### src/rtl/sio_pkg.sv
// Shared types and sizes for the three-wire panel serial master.
// Assumes a fixed 16-bit frame made of an address byte and a data byte.
package sio_pkg;
    localparam int BYTE_BITS  = 8;
    localparam int FRAME_BITS = 2 * BYTE_BITS;
    localparam int CNT_W      = $clog2(FRAME_BITS);

    typedef enum logic [2:0] {
        ST_IDLE  = 3'd0,
        ST_SETUP = 3'd1,
        ST_LO    = 3'd2,
        ST_HI    = 3'd3,
        ST_GAP   = 3'd4
    } sio_state_t;
endpackage

### src/rtl/sio_half_tick.sv
// Half-period strobe generator. Produces a one-cycle tick every half_div+1
// cycles while run is high; the count restarts from zero whenever run is low.
// Assumes half_div is held steady during a transfer.
module sio_half_tick #(
    parameter int DIV_W = 8
) (
    input  logic             clk,
    input  logic             rst_n,
    input  logic             run,
    input  logic [DIV_W-1:0] half_div,
    output logic             tick
);
    logic [DIV_W-1:0] cnt;

    assign tick = run && (cnt == half_div);

    // Count system cycles within the current half-period.
    always_ff @(posedge clk) begin
        if (!rst_n || !run)
            cnt <= '0;
        else if (tick)
            cnt <= '0;
        else
            cnt <= cnt + 1'b1;
    end
endmodule

### src/rtl/sio_addr_enc.sv
// Maps a register index to the address byte sent on the wire, per framing
// mode, and sets the read marker bit afterwards. Purely combinational.
module sio_addr_enc (
    input  logic [1:0] mode,
    input  logic       is_read,
    input  logic [7:0] index,
    output logic [7:0] code
);
    logic [7:0] framed;

    // Pick the framing variant.
    always_comb begin
        case (mode)
            2'd1:    framed = {index[5:0], 2'b00};
            2'd2:    framed = {index[5:0], 2'b10};
            default: framed = index;
        endcase
    end

    assign code = is_read ? (framed | 8'h80) : framed;
endmodule

### src/rtl/sio_frame_ctrl.sv
// Frame sequencer: setup delay, 16 bit slots (low half then high half),
// data-line turnaround for reads, then a quiet gap before completion.
// Assumes the tick input comes from a half-period generator that runs while busy.
module sio_frame_ctrl
    import sio_pkg::*;
#(
    parameter int GAP_HALVES = 8
) (
    input  logic                 clk,
    input  logic                 rst_n,
    input  logic                 start,
    input  logic                 rd_nwr,
    input  logic [BYTE_BITS-1:0] addr_code,
    input  logic [BYTE_BITS-1:0] wr_data,
    input  logic                 clk_idle_hi,
    input  logic                 tick,
    input  logic                 sio_din,
    output logic                 busy,
    output logic                 done,
    output logic [BYTE_BITS-1:0] rd_data,
    output logic                 sio_cs_n,
    output logic                 sio_clk,
    output logic                 sio_dout,
    output logic                 sio_oe
);
    localparam int GAP_W = $clog2(GAP_HALVES + 1);
    localparam logic [CNT_W-1:0] LAST_BIT = CNT_W'(FRAME_BITS - 1);
    localparam logic [CNT_W-1:0] TURN_BIT = CNT_W'(BYTE_BITS - 1);
    localparam logic [GAP_W-1:0] GAP_LAST = GAP_W'(GAP_HALVES - 1);

    sio_state_t              state;
    logic [FRAME_BITS-1:0]   shreg;
    logic [CNT_W-1:0]        bit_cnt;
    logic [GAP_W-1:0]        gap_cnt;
    logic                    is_rd;
    logic [BYTE_BITS-1:0]    rx;

    assign busy = (state != ST_IDLE);

    // Sequence the frame and drive the link pins from registers.
    always_ff @(posedge clk) begin
        if (!rst_n) begin
            state    <= ST_IDLE;
            shreg    <= '0;
            bit_cnt  <= '0;
            gap_cnt  <= '0;
            is_rd    <= 1'b0;
            rx       <= '0;
            rd_data  <= '0;
            done     <= 1'b0;
            sio_cs_n <= 1'b1;
            sio_clk  <= 1'b0;
            sio_dout <= 1'b0;
            sio_oe   <= 1'b1;
        end else begin
            done <= 1'b0;
            case (state)
                ST_IDLE: begin
                    sio_clk  <= clk_idle_hi;
                    sio_cs_n <= 1'b1;
                    sio_dout <= 1'b0;
                    sio_oe   <= 1'b1;
                    if (start) begin
                        shreg <= rd_nwr ? {addr_code, {BYTE_BITS{1'b0}}}
                                        : {addr_code, wr_data};
                        is_rd <= rd_nwr;
                        state <= ST_SETUP;
                    end
                end
                ST_SETUP: begin
                    if (tick) begin
                        sio_cs_n <= 1'b0;
                        sio_clk  <= 1'b0;
                        sio_dout <= shreg[FRAME_BITS-1];
                        bit_cnt  <= '0;
                        state    <= ST_LO;
                    end
                end
                ST_LO: begin
                    if (tick) begin
                        sio_clk <= 1'b1;
                        state   <= ST_HI;
                        if (is_rd && (bit_cnt > TURN_BIT))
                            rx <= {rx[BYTE_BITS-2:0], sio_din};
                    end
                end
                ST_HI: begin
                    if (tick) begin
                        if (bit_cnt == LAST_BIT) begin
                            sio_cs_n <= 1'b1;
                            sio_clk  <= clk_idle_hi;
                            sio_dout <= 1'b0;
                            sio_oe   <= 1'b1;
                            gap_cnt  <= '0;
                            if (is_rd)
                                rd_data <= rx;
                            state    <= ST_GAP;
                        end else begin
                            bit_cnt  <= bit_cnt + 1'b1;
                            shreg    <= {shreg[FRAME_BITS-2:0], 1'b0};
                            sio_dout <= shreg[FRAME_BITS-2];
                            sio_clk  <= 1'b0;
                            state    <= ST_LO;
                            if (is_rd && (bit_cnt == TURN_BIT))
                                sio_oe <= 1'b0;
                        end
                    end
                end
                ST_GAP: begin
                    if (tick) begin
                        if (gap_cnt == GAP_LAST) begin
                            state <= ST_IDLE;
                            done  <= 1'b1;
                        end else begin
                            gap_cnt <= gap_cnt + 1'b1;
                        end
                    end
                end
                default: state <= ST_IDLE;
            endcase
        end
    end

    // Select stays high whenever no transfer is running.
    assert_cs_idle_R2: assert property (@(posedge clk) disable iff (!rst_n)
        (state == ST_IDLE) |-> sio_cs_n);

    // Data bit holds steady across each high clock phase inside a frame.
    assert_dout_steady_R3: assert property (@(posedge clk) disable iff (!rst_n)
        (!sio_cs_n && sio_clk && $past(sio_clk) && !$past(sio_cs_n)) |-> $stable(sio_dout));

    // Output enable is released only inside a read frame.
    assert_oe_in_read_R4: assert property (@(posedge clk) disable iff (!rst_n)
        !sio_oe |-> (!sio_cs_n && is_rd));

    // Select falls only after a setup phase with the data line low.
    assert_setup_low_R8: assert property (@(posedge clk) disable iff (!rst_n)
        $fell(sio_cs_n) |-> ($past(sio_dout) == 1'b0 && $past(state) == ST_SETUP));

    // Busy is entered only from a start request.
    assert_busy_from_start_R9: assert property (@(posedge clk) disable iff (!rst_n)
        $rose(busy) |-> $past(start));

    // Completion is a single-cycle pulse.
    assert_done_pulse_R9: assert property (@(posedge clk) disable iff (!rst_n)
        done |=> !done);
endmodule

### src/rtl/panel_sio_master.sv
// Top of the three-wire panel register serial master. Joins the address
// encoder, half-period tick generator and frame sequencer.
// Assumes half_div, addr_mode and clk_idle_hi are steady during a transfer.
module panel_sio_master
    import sio_pkg::*;
#(
    parameter int DIV_W      = 8,
    parameter int GAP_HALVES = 8
) (
    input  logic                 clk,
    input  logic                 rst_n,
    input  logic                 start,
    input  logic                 rd_nwr,
    input  logic [BYTE_BITS-1:0] reg_addr,
    input  logic [BYTE_BITS-1:0] wr_data,
    input  logic [DIV_W-1:0]     half_div,
    input  logic [1:0]           addr_mode,
    input  logic                 clk_idle_hi,
    output logic                 busy,
    output logic                 done,
    output logic [BYTE_BITS-1:0] rd_data,
    output logic                 sio_cs_n,
    output logic                 sio_clk,
    output logic                 sio_dout,
    output logic                 sio_oe,
    input  logic                 sio_din
);
    logic [BYTE_BITS-1:0] addr_code;
    logic                 tick;

    sio_addr_enc u_enc (
        .mode    (addr_mode),
        .is_read (rd_nwr),
        .index   (reg_addr),
        .code    (addr_code)
    );

    sio_half_tick #(.DIV_W(DIV_W)) u_tick (
        .clk      (clk),
        .rst_n    (rst_n),
        .run      (busy),
        .half_div (half_div),
        .tick     (tick)
    );

    sio_frame_ctrl #(.GAP_HALVES(GAP_HALVES)) u_ctrl (
        .clk         (clk),
        .rst_n       (rst_n),
        .start       (start),
        .rd_nwr      (rd_nwr),
        .addr_code   (addr_code),
        .wr_data     (wr_data),
        .clk_idle_hi (clk_idle_hi),
        .tick        (tick),
        .sio_din     (sio_din),
        .busy        (busy),
        .done        (done),
        .rd_data     (rd_data),
        .sio_cs_n    (sio_cs_n),
        .sio_clk     (sio_clk),
        .sio_dout    (sio_dout),
        .sio_oe      (sio_oe)
    );
endmodule

### config.mk
export PLATFORM = sky130hd
export DESIGN_NAME = panel_sio_master
export DESIGN_NICKNAME = d
export VERILOG_FILES = /design/src/rtl/sio_pkg.sv /design/src/rtl/sio_half_tick.sv /design/src/rtl/sio_addr_enc.sv /design/src/rtl/sio_frame_ctrl.sv /design/src/rtl/panel_sio_master.sv
export SDC_FILE = /design/constraint.sdc
export NUM_CORES = 1
export LEC_CHECK = 0
export ABC_AREA = 1
export BUFFER_PORTS_ARGS = -buffer_cell sky130_fd_sc_hd__buf_2
export CORE_AREA = 2 2 88 90
export CTS_CLUSTER_SIZE = 20
export DETAILED_ROUTE_END_ITERATION = 16
export DIE_AREA = 0 0 90 92
export PLACE_DENSITY_LB_ADDON = 0.1
export SETUP_SLACK_MARGIN = 0.2
export SLEW_MARGIN = 40
export SYNTH_ARGS = -nofsm -noshare
export SYNTH_HDL_FRONTEND = slang
export SYNTH_SLANG_ARGS = --single-unit
### constraint.sdc
create_clock -name clk -period 4.1 [get_ports clk]
set_input_delay 0 -clock clk [delete_from_list [all_inputs] [get_ports clk]]
set_output_delay 0 -clock clk [all_outputs]
set_load 0.01 [all_outputs]
==> metrics.csv, run 1 <==
stage;metric;value;unit
status;status;completed;
global_routing;initial antenna violation count;0;
hold_path;worst hold path cell count;5;
clocking;CTS resizes;0;
timing;Final Hold Slack;0.0381;ns
detailed_routing;1st-pass router iterations;4;
global_routing;first-pass GRT wire length;12.5;mm
detailed_routing;Vias/cell;4.77;
clocking;Root Buffer;clkbuf_8;
timing;Setup Skew;0.00900;ns
yosys;FF+latch count, synth;57;
yosys;Post-synth top flop;dfxtp_1;
global_routing;vias in the first global route;2944;
final_layout;Fill cells;783;
yosys;Synth top cells by count;nand2_1 (109), inv_1 (76), nor2_1 (64);
timing;Worst slew margin;56.8;%
yosys;Seq/Total Area, Yosys;35.5;%
clocking;Max clock buf depth;2;
detailed_routing;via count;3047;
yosys;synth top area cells;dfxtp_1 (36%), nand2_1 (13%), inv_1 (8.9%), nor2_1 (7.5%), nand4_1 (5.3%);
setup_path;FF-to-FF setup slack;2.02;ns
timing;Slew @ Worst Pin;0.647;ns
setup_path;Critical Path RT;4.31;ns
detailed_routing;Post-DRT Antenna Nets;0;
setup_path;Worst R2R Start;u_ctrl.state[2];
yosys;post-synth top area share;35.5;%
clocking;clock buffer count from CTS;9;
timing;fin crit share;50.7;%
yosys;mapped cell area;0.00321;sq mm
timing;endpoints failing setup;0;
floorplanning;Die Width;90;um
detailed_routing;drt wl/cell;11.1;um
floorplanning;Die Span Y;92;um
floorplanning;Cell Rows;32;
global_routing;gr usage total;18.3;%
yosys;largest area contributor in the netlist;dfxtp_1;
final_layout;diodes inserted;0;
floorplanning;core box area;0.00745;sq mm
detailed_routing;routed wire length;7.08;mm
floorplanning;IO Pins;46;
yosys;FFs w/ async S/R, synth;0;%
final_layout;# nets final;569;
final_layout;Design Area, Final;0.00373;sq mm
global_routing;grt ovf;0;
place;GP Congestion;0.766;
detailed_routing;DRC;0;
timing;Setup TNS;0;ns
yosys;cell count after synthesis;487;
clocking;CTS tree;yes;
power;maximum vdd drop;0.167;mV
power;Pwr per Cell Area;531;mW/mm^2
floorplanning;Initial Util;43.1;%
setup_path;critical path peak fanout;18;
yosys;Yosys cell types;33;
final_layout;final core occ;50.1;%
place;Area after DPL;0.00349;sq mm
setup_path;cell count of the worst reg-to-reg path;7;
detailed_routing;DR iter-0 viols;120;
hold_path;Hold Path Sink;u_ctrl.shreg[0];
timing;max-slew violations;0;
setup_path;Setup CP Type;flip-flop to flip-flop;
job;max-cap violation count;0;
yosys;post-synthesis net count;524;
floorplanning;total die area;0.00828;sq mm
yosys;number of enable flip-flop cells after synthesis;0;
yosys;Avg Inst Size Synth;6.60;sq um
final_layout;fin cells;639;
clocking;later-pin clock latency in the skew report;0.32;ns
place;dpl cells;620;
setup_path;type of origin of the critical path;flip-flop;
timing;Hold Vio Cnt, Final;0;
hold_path;Worst Hold Class;input pin to flip-flop;
setup_path;R2R Path End;u_ctrl.shreg[9];
place;DP HPWL;5.14;mm
clocking;H-tree depth;3;
clocking;CTS Sinks;57;
power;Leak;1.78;nW
final_layout;share of layout cells above drive strength 1;19.4;%
timing;f_max;0.481;GHz
hold_path;hold path start;wr_data[0];
final_layout;Syn-to-layout area delta;16.1;%
timing;RSZ-0062 raised after global routing;no;
clocking;clock slew at reported path FFs;0.06;ns
setup_path;crit path capture type;flip-flop;
yosys;most frequent cell after synthesis;nand2_1;
timing;Tmin final;2.08;ns
yosys;yosys warns;0;
global_routing;largest net degree at the start of global routing;37;
place;port bufs;45;
setup_path;Arrival @ worst endpoint;2.29;ns
power breakdown:
group          switching [W]  total (W)  internal [W]
combinational       0.000504   0.000750      0.000246
sequential         0.0000457   0.000682      0.000636
clock               0.000220   0.000551      0.000330
cell families after synthesis:
group                      after synthesis  share of synthesized area, %
AOI/OAI and AO/OA                       54                          9.11
xor gates and xnor gates                10                          2.73
adders and majority gates                5                          1.95
buffers and inverters                  101                          12.5
DFF                                     57                          35.5
and+or+nand+nor                        260                          38.2
placed cells by master, fill, tap and decap left out, drive strengths merged:
master       count
inv             86
dfxtp           57
nor3b            1
o22ai            1
clkinv           2
nand4           27
nand2          123
nor3             8
o21ai           19
ha               5
nand3           21
a22oi            7
xor2             5
xnor2            5
or2              1
o31ai            1
clkbuf          14
a31oi            1
bufinv           1
nor2            79
buf             45
a21oi           25
dlygate4sd3      3
repair_timing:
| action | CTS | global route |
|---|---|---|
| hold buffers | 3 | 0 |
| setup buffers | 0 | 0 |
| hold endpoints to repair | 2 | 0 |
| setup endpoints to repair | 0 | 0 |
critical path, stage by stage (launching register included):
cell and delay (ns):
dfxtp_1 0.40, inv_2 0.07, nand3_2 0.29, nor3_4 0.10
nor2_2 0.52, nand3_4 0.33, nor2_1 0.19, nor2_1 0.06
worst max-delay path by stage:
stage          cells after the start         startpoint               end  slack [ns]
3_5_place_dp                       7    u_ctrl.state[2]   u_ctrl.shreg[9]        2.03
6_report                           7    u_ctrl.state[2]   u_ctrl.shreg[9]        2.02
4_1_cts                            7    u_ctrl.state[2]   u_ctrl.shreg[9]        2.03
2_1_floorplan                      9  u_ctrl.bit_cnt[0]  u_ctrl.shreg[15]        2.59
5_1_grt                            8    u_ctrl.state[2]  u_ctrl.shreg[15]        1.76
3_3_place_gp                       7    u_ctrl.state[2]  u_ctrl.shreg[15]        2.09
registers in the layout, summed over array words and instances, names as in the netlist:
| name | flops |
|---|---|
| u_ctrl.sio_dout | 1 |
| u_ctrl.rx | 8 |
| u_ctrl.state | 3 |
| u_tick.cnt | 8 |
| u_ctrl.is_rd | 1 |
| u_ctrl.sio_oe | 1 |
| u_ctrl.gap_cnt | 4 |
| u_ctrl.sio_cs_n | 1 |
| u_ctrl.rd_data | 8 |
| u_ctrl.shreg | 16 |
| u_ctrl.sio_clk | 1 |
| u_ctrl.bit_cnt | 4 |
| u_ctrl.done | 1 |
through the flow:
step	total power, W	worst slack, ns
after floorplan	0.00130	2.59
after global placement	0.00143	2.09
after detailed placement	0.00144	2.03
after CTS	0.00201	2.03
after global routing	0.00216	1.76
final	0.00198	2.02
per-layer routing:
layer / vias to the layer above / track usage (%) / wire (um)
met3: 9 / 3.78 / 265
li1: 1620 / - / -
met2: 57 / 32.9 / 3440
met5: - / 0 / 0
met1: 1361 / 21.0 / 3240
met4: 0 / 7.82 / 131
layout make-up:
class	count	area, sq um	share of cell area [%]
multi-input combinational	329	1670	44.8
sequential	57	1140	30.6
inverter	87	328	8.79
timing repair buffer	48	255	6.84
clock buffer	14	173	4.63
tap	102	128	3.42
clock inverter	2	35.0	0.939
No activity file was read; power rests on OpenSTA's default activity.
==> inputs of run 2 (changes only) <==
clock period = 1.8 ns   (was 4.1 ns; I/O delays follow)
==> metrics.csv, run 2 (same netlist as run 1, synthesis figures left out) <==
stage;metric;value;unit
power;Pwr per Cell Area;1200;mW/mm^2
place;DP Worst Slack;0.136;ns
final_layout;Design Area, Final;0.00421;sq mm
clocking;CTS Sinks;57;
setup_path;Setup CP Type;flip-flop to flip-flop;
timing;f_max;0.641;GHz
clocking;Root Buffer;clkbuf_8;
global_routing;first-pass GRT wire length;13.1;mm
detailed_routing;Post-DRT Antenna Nets;0;
floorplanning;Die Width;90;um
power;Leak;1.98;nW
timing;Worst slew margin;73.3;%
final_layout;Syn-to-layout area delta;31.0;%
clocking;CTS tree;yes;
clocking;Max clock buf depth;2;
hold_path;Hold Path Sink;u_ctrl.shreg[0];
clocking;H-tree depth;3;
setup_path;cell count of the worst reg-to-reg path;9;
global_routing;vias in the first global route;2964;
place;Area after DPL;0.00357;sq mm
timing;max-slew violations;0;
floorplanning;Initial Util;43.1;%
timing;Setup TNS;0;ns
timing;RSZ-0062 raised after global routing;yes;
timing;Slew @ Worst Pin;0.401;ns
global_routing;initial antenna violation count;0;
job;max-cap violation count;0;
final_layout;# nets final;594;
timing;fin crit share;86.6;%
floorplanning;Cell Rows;32;
setup_path;type of origin of the critical path;flip-flop;
power;maximum vdd drop;0.548;mV
place;DP HPWL;5.30;mm
setup_path;Critical Path RT;2.04;ns
final_layout;most common cell after layout, fill and taps aside;nand2_1;
floorplanning;total die area;0.00828;sq mm
final_layout;diodes inserted;0;
final_layout;Top reg by flops;u_ctrl.shreg;
clocking;clock buffer count from CTS;9;
setup_path;R2R Path End;u_ctrl.shreg[14];
floorplanning;Die Span Y;92;um
timing;Tmin final;1.56;ns
status;status;completed;
timing;Hold Vio Cnt, Final;0;
floorplanning;core box area;0.00745;sq mm
timing;final worst slack;0.241;ns
hold_path;Worst Hold Class;input pin to flip-flop;
detailed_routing;drt wl/cell;12.1;um
setup_path;Arrival @ worst endpoint;1.80;ns
detailed_routing;DR iter-0 viols;120;
timing;Setup Skew;0.00892;ns
global_routing;largest net degree at the start of global routing;21;
floorplanning;IO Pins;46;
final_layout;number of flip-flops under the largest register name;16;
setup_path;critical path peak fanout;7;
final_layout;commonest non-fill, non-tap cells in the layout;nand2_1 (102), inv_1 (75), nor2_1 (60);
place;GP Congestion;0.863;
setup_path;FF-to-FF setup slack;0.24;ns
final_layout;share of layout cells above drive strength 1;29.5;%
detailed_routing;Vias/cell;4.76;
setup_path;Worst R2R Start;u_tick.cnt[3];
hold_path;worst hold path cell count;5;
global_routing;grt ovf;0;
clocking;clock slew at reported path FFs;0.07;ns
clocking;later-pin clock latency in the skew report;0.35;ns
power;Design Power;0.00505;W
setup_path;crit path capture type;flip-flop;
timing;endpoints failing setup;0;
global_routing;gr usage total;19.5;%
detailed_routing;DRC;0;
detailed_routing;via count;3162;
detailed_routing;routed wire length;8.05;mm
place;port bufs;45;
hold_path;hold path start;wr_data[0];
detailed_routing;1st-pass router iterations;4;
run 2: changes by cell type in the layout (fill, tap and decap cells not counted), moves of 4 or more:
| cell | before | now |
|---|---|---|
| buf_4 | 0 | 12 |
| dfxtp_1 | 57 | 45 |
| dfxtp_2 | 0 | 7 |
| dfxtp_4 | 0 | 5 |
| nand2_1 | 109 | 102 |
| nand2_2 | 11 | 16 |
| nand3_4 | 2 | 8 |
| nor2_1 | 64 | 60 |
| nor2_4 | 0 | 5 |
| xnor2_1 | 5 | 1 |
| xnor2_2 | 0 | 4 |
run 2: cell type report:
cell class	count	area, sq um
clock inverter	6	57.6
timing repair buffer	68	484
tap	102	128
sequential	57	1170
multi-input combinational	334	1900
clock buffer	10	138
fill	754	3240
inverter	87	334
run 2: power breakdown:
group | internal (W) | switching (W) | total [W] | leakage, nW
clock network | 0.000666 | 0.000519 | 0.00118 | 0.102
logic | 0.000882 | 0.00139 | 0.00228 | 1.40
registers | 0.00146 | 0.000131 | 0.00159 | 0.471
run 2: stage by stage:
step           cells  util, %  hold slack, ns
4_1_cts          651     51.7         0.00186
6_report         664     56.5         0.00217
3_3_place_gp     630     47.9           0.306
5_1_grt          664     56.5          0.0276
3_5_place_dp     630     47.9           0.305
2_1_floorplan    487        -           0.162
run 2: worst max path at each step:
stage                                  from                end  slack, ns
final                         u_tick.cnt[3]   u_ctrl.shreg[14]       0.24
after global routing          u_tick.cnt[5]  u_ctrl.rd_data[4]       0.12
after CTS                     u_tick.cnt[5]  u_ctrl.rd_data[5]       0.15
after detailed placement      u_tick.cnt[3]    u_ctrl.shreg[9]       0.14
after global placement        u_tick.cnt[3]   u_ctrl.shreg[15]       0.19
after floorplan           u_ctrl.bit_cnt[0]   u_ctrl.shreg[15]       0.29
run 2: what timing repair did:
action | CTS | global route
hold buffers | 3 | 0
endpoints found under the setup margin | 26 | 50
hold endpoints to repair | 2 | 0
pin swaps | 0 | 14
cloned | 1 | 6
buffers inserted | 1 | 7
gates resized for setup | 8 | 58
run 2: metal layers:
layer | up-vias | part of all wire, % | global-route usage (%)
li1 | 1688 | - | -
met1 | 1400 | 43 | 22.0
met2 | 60 | 51 | 34.6
met3 | 14 | 4.0 | 4.03
met4 | 0 | 2.0 | 10.1
met5 | - | 0 | 0
run 2: worst max-delay path: stages (launching register included):
cell and delay (ns):
dfxtp_1 0.43, xnor2_2 0.16, nand2_1 0.09, nor2_2 0.15
nand2_4 0.13, nand2_8 0.14, clkbuf_16 0.16, nand4_1 0.07
nand2_1 0.08, nor2_1 0.04
==> inputs of run 3 (changes only) <==
CORE_AREA = 2 2 85 87   (was 2 2 88 90)
DIE_AREA = 0 0 87 89   (was 0 0 90 92)
REMOVE_ABC_BUFFERS = 1   (was unset)
SYNTH_HIERARCHICAL = 1   (was unset)
==> metrics.csv, run 3 <==
stage;metric;value;unit
status;status;complete, but fails checks;
status;failing checks;hold timing, setup timing;
detailed_routing;DR iter-0 viols;146;
timing;final worst slack;-0.0295;ns
final_layout;commonest non-fill, non-tap cells in the layout;nand2_1 (112), nor2_1 (78), dfxtp_1 (51);
setup_path;Arrival @ worst endpoint;2.06;ns
yosys;synth top area cells;dfxtp_1 (38%), nand2_1 (17%), nor2_1 (10%), inv_1 (7.0%), a21oi_1 (4.1%);
timing;Setup TNS;-0.177;ns
timing;Worst slew margin;65.7;%
floorplanning;core box area;0.00672;sq mm
final_layout;Syn-to-layout area delta;42.3;%
setup_path;Setup CP Type;flip-flop to flip-flop;
yosys;mux cell area share after synthesis;0;%
detailed_routing;via count;3111;
final_layout;number of flip-flops under the largest register name;16;
final_layout;Fill cells;608;
yosys;Yosys cell types;30;
yosys;most frequent cell after synthesis;nand2_1;
floorplanning;Die Width;87;um
floorplanning;total die area;0.00774;sq mm
yosys;Synth top cells by count;nand2_1 (135), nor2_1 (83), dfxtp_1 (57);
yosys;post-synth top area share;37.8;%
floorplanning;Initial Util;44.9;%
final_layout;# nets final;597;
timing;Tmin final;1.83;ns
global_routing;initial antenna violation count;0;
power;maximum vdd drop;0.778;mV
clocking;H-tree depth;3;
yosys;FF+latch count, synth;57;
yosys;Post-Synth Adder-Cell Area;2.49;%
yosys;largest family of logic cells by synthesized area;simple AND/OR/NAND/NOR gates;
yosys;complex-gate fraction of the synthesized area;10.7;%
global_routing;grt ovf;0;
yosys;FFs w/ async S/R, synth;0;%
clocking;Max clock buf depth;2;
timing;max-slew violations;0;
timing;Hold Vio Cnt, Final;1;
place;DP Worst Slack;-0.115;ns
setup_path;critical path peak fanout;8;
global_routing;gr usage total;19.0;%
setup_path;type of origin of the critical path;flip-flop;
timing;RSZ-0062 raised after global routing;yes;
yosys;mapped cell area;0.00302;sq mm
final_layout;Top reg by flops;u_ctrl/shreg;
detailed_routing;routed wire length;7.51;mm
place;GP Congestion;0.843;
final_layout;final core occ;63.9;%
setup_path;Critical Path RT;2.03;ns
yosys;Seq/Total Area, Yosys;37.8;%
power;Pwr per Cell Area;1210;mW/mm^2
clocking;later-pin clock latency in the skew report;0.34;ns
yosys;Post-synth top flop;dfxtp_1;
detailed_routing;Vias/cell;4.83;
yosys;number of enable flip-flop cells after synthesis;0;
clocking;CTS tree;yes;
detailed_routing;1st-pass router iterations;4;
global_routing;largest net degree at the start of global routing;40;
clocking;Root Buffer;clkbuf_8;
timing;Setup Skew;0.0119;ns
timing;Final Hold Slack;-0.00234;ns
final_layout;share of layout cells above drive strength 1;33.7;%
timing;f_max;0.547;GHz
yosys;cell count after synthesis;462;
power;Leak;2.03;nW
hold_path;Worst Hold Class;input pin to flip-flop;
floorplanning;IO Pins;46;
place;port bufs;45;
timing;endpoints failing setup;10;
clocking;clock buffer count from CTS;9;
clocking;CTS Sinks;57;
detailed_routing;drt wl/cell;11.7;um
yosys;Post-Synth Simple-Gate Area;35.8;%
place;DP HPWL;4.68;mm
clocking;clock slew at reported path FFs;0.07;ns
global_routing;first-pass GRT wire length;11.6;mm
yosys;yosys warns;6;
setup_path;crit path capture type;flip-flop;
detailed_routing;Post-DRT Antenna Nets;0;
global_routing;vias in the first global route;2762;
timing;fin crit share;102;%
yosys;Avg Inst Size Synth;6.53;sq um
final_layout;diodes inserted;0;
power;Design Power;0.00518;W
floorplanning;Cell Rows;30;
final_layout;most common cell after layout, fill and taps aside;nand2_1;
setup_path;FF-to-FF setup slack;-0.03;ns
timing;Slew @ Worst Pin;0.511;ns
job;max-cap violation count;0;
yosys;largest area contributor in the netlist;dfxtp_1;
detailed_routing;DRC;0;
floorplanning;Die Span Y;89;um
yosys;xor-xnor portion of the synthesized cell area;2.32;%
run 3: cell count changes in the layout (fill, tap and decap cells not counted), sizes merged, moves of 4 or more:
cell | before | now
buf | 63 | 93
inv | 87 | 59
nand4 | 27 | 3
nand2 | 124 | 141
nor2 | 79 | 90
a21boi | 0 | 8
a22oi | 7 | 0
nor3 | 8 | 1
o21ai | 19 | 24
nand3 | 25 | 21
xnor2 | 5 | 1
run 3: kinds of logic after synthesis:
logic type / Yosys count
flops: 57
simple gates: 259
compound gates: 59
buf+inv: 73
fa+ha+maj: 6
xor+xnor: 8
run 3: routing by layer:
layer	wire length, um	vias to the layer above	GRT usage (%)
met1	3290	1421	23.1
met4	130	0	8.24
met5	0	-	0
li1	-	1610	-
met3	366	15	4.62
met2	3720	65	32.1
run 3: layout make-up:
class,instances,area (sq um),share of cell area (%)
multi-input cells,332,1810,42.2
repair buffers,99,766,17.8
clock buffers,12,155,3.62
well taps,80,100,2.33
inverters,60,238,5.54
clock inverters,4,75.1,1.75
flip-flops and latches,57,1150,26.8
run 3: through the flow:
step,area (sq um),cells
6_report,4290,644
5_1_grt,4290,644
4_1_cts,4010,635
3_5_place_dp,3480,603
3_3_place_gp,3480,603
2_1_floorplan,2910,449
run 3: power by group:
group	switching, W	total, W	internal (W)
Combinational	0.00112	0.00220	0.00108
Sequential	0.000128	0.00162	0.00150
Clock	0.000505	0.00136	0.000855
Total	0.00175	0.00518	0.00343
run 3: worst paths after layout:
| check | startpoint | cells past startpoint | to |
|---|---|---|---|
| min | wr_data[7] | 5 | u_ctrl/shreg[7] |
| max | u_ctrl/state[0] | 16 | u_ctrl/shreg[14] |
| max reg2reg | u_ctrl/state[0] | 16 | u_ctrl/shreg[14] |
| min reg2reg | u_ctrl/rd_data[3] | 2 | u_ctrl/rd_data[3] |
run 3: critical path: stages (launching register included):
cell and delay, ns:
dfxtp_2 0.35, nor2_4 0.04, nand2_2 0.06, a21boi_2 0.14
nand2_1 0.07, nor2_2 0.10, nand3_2 0.12, inv_4 0.10
inv_4 0.04, nand2_2 0.05, nand2_2 0.08, nor2_4 0.18
buf_12 0.14, buf_12 0.12, nand2_2 0.05, nand2_1 0.05
nor2_1 0.04
run 3: repair_timing:
item | CTS | global route
gates cloned | 2 | 0
hold endpoints to repair | 5 | 0
resized for setup | 44 | 54
pin swaps | 8 | 27
setup buffers | 8 | 9
hold buffers | 6 | 0
setup endpoints to repair | 48 | 48
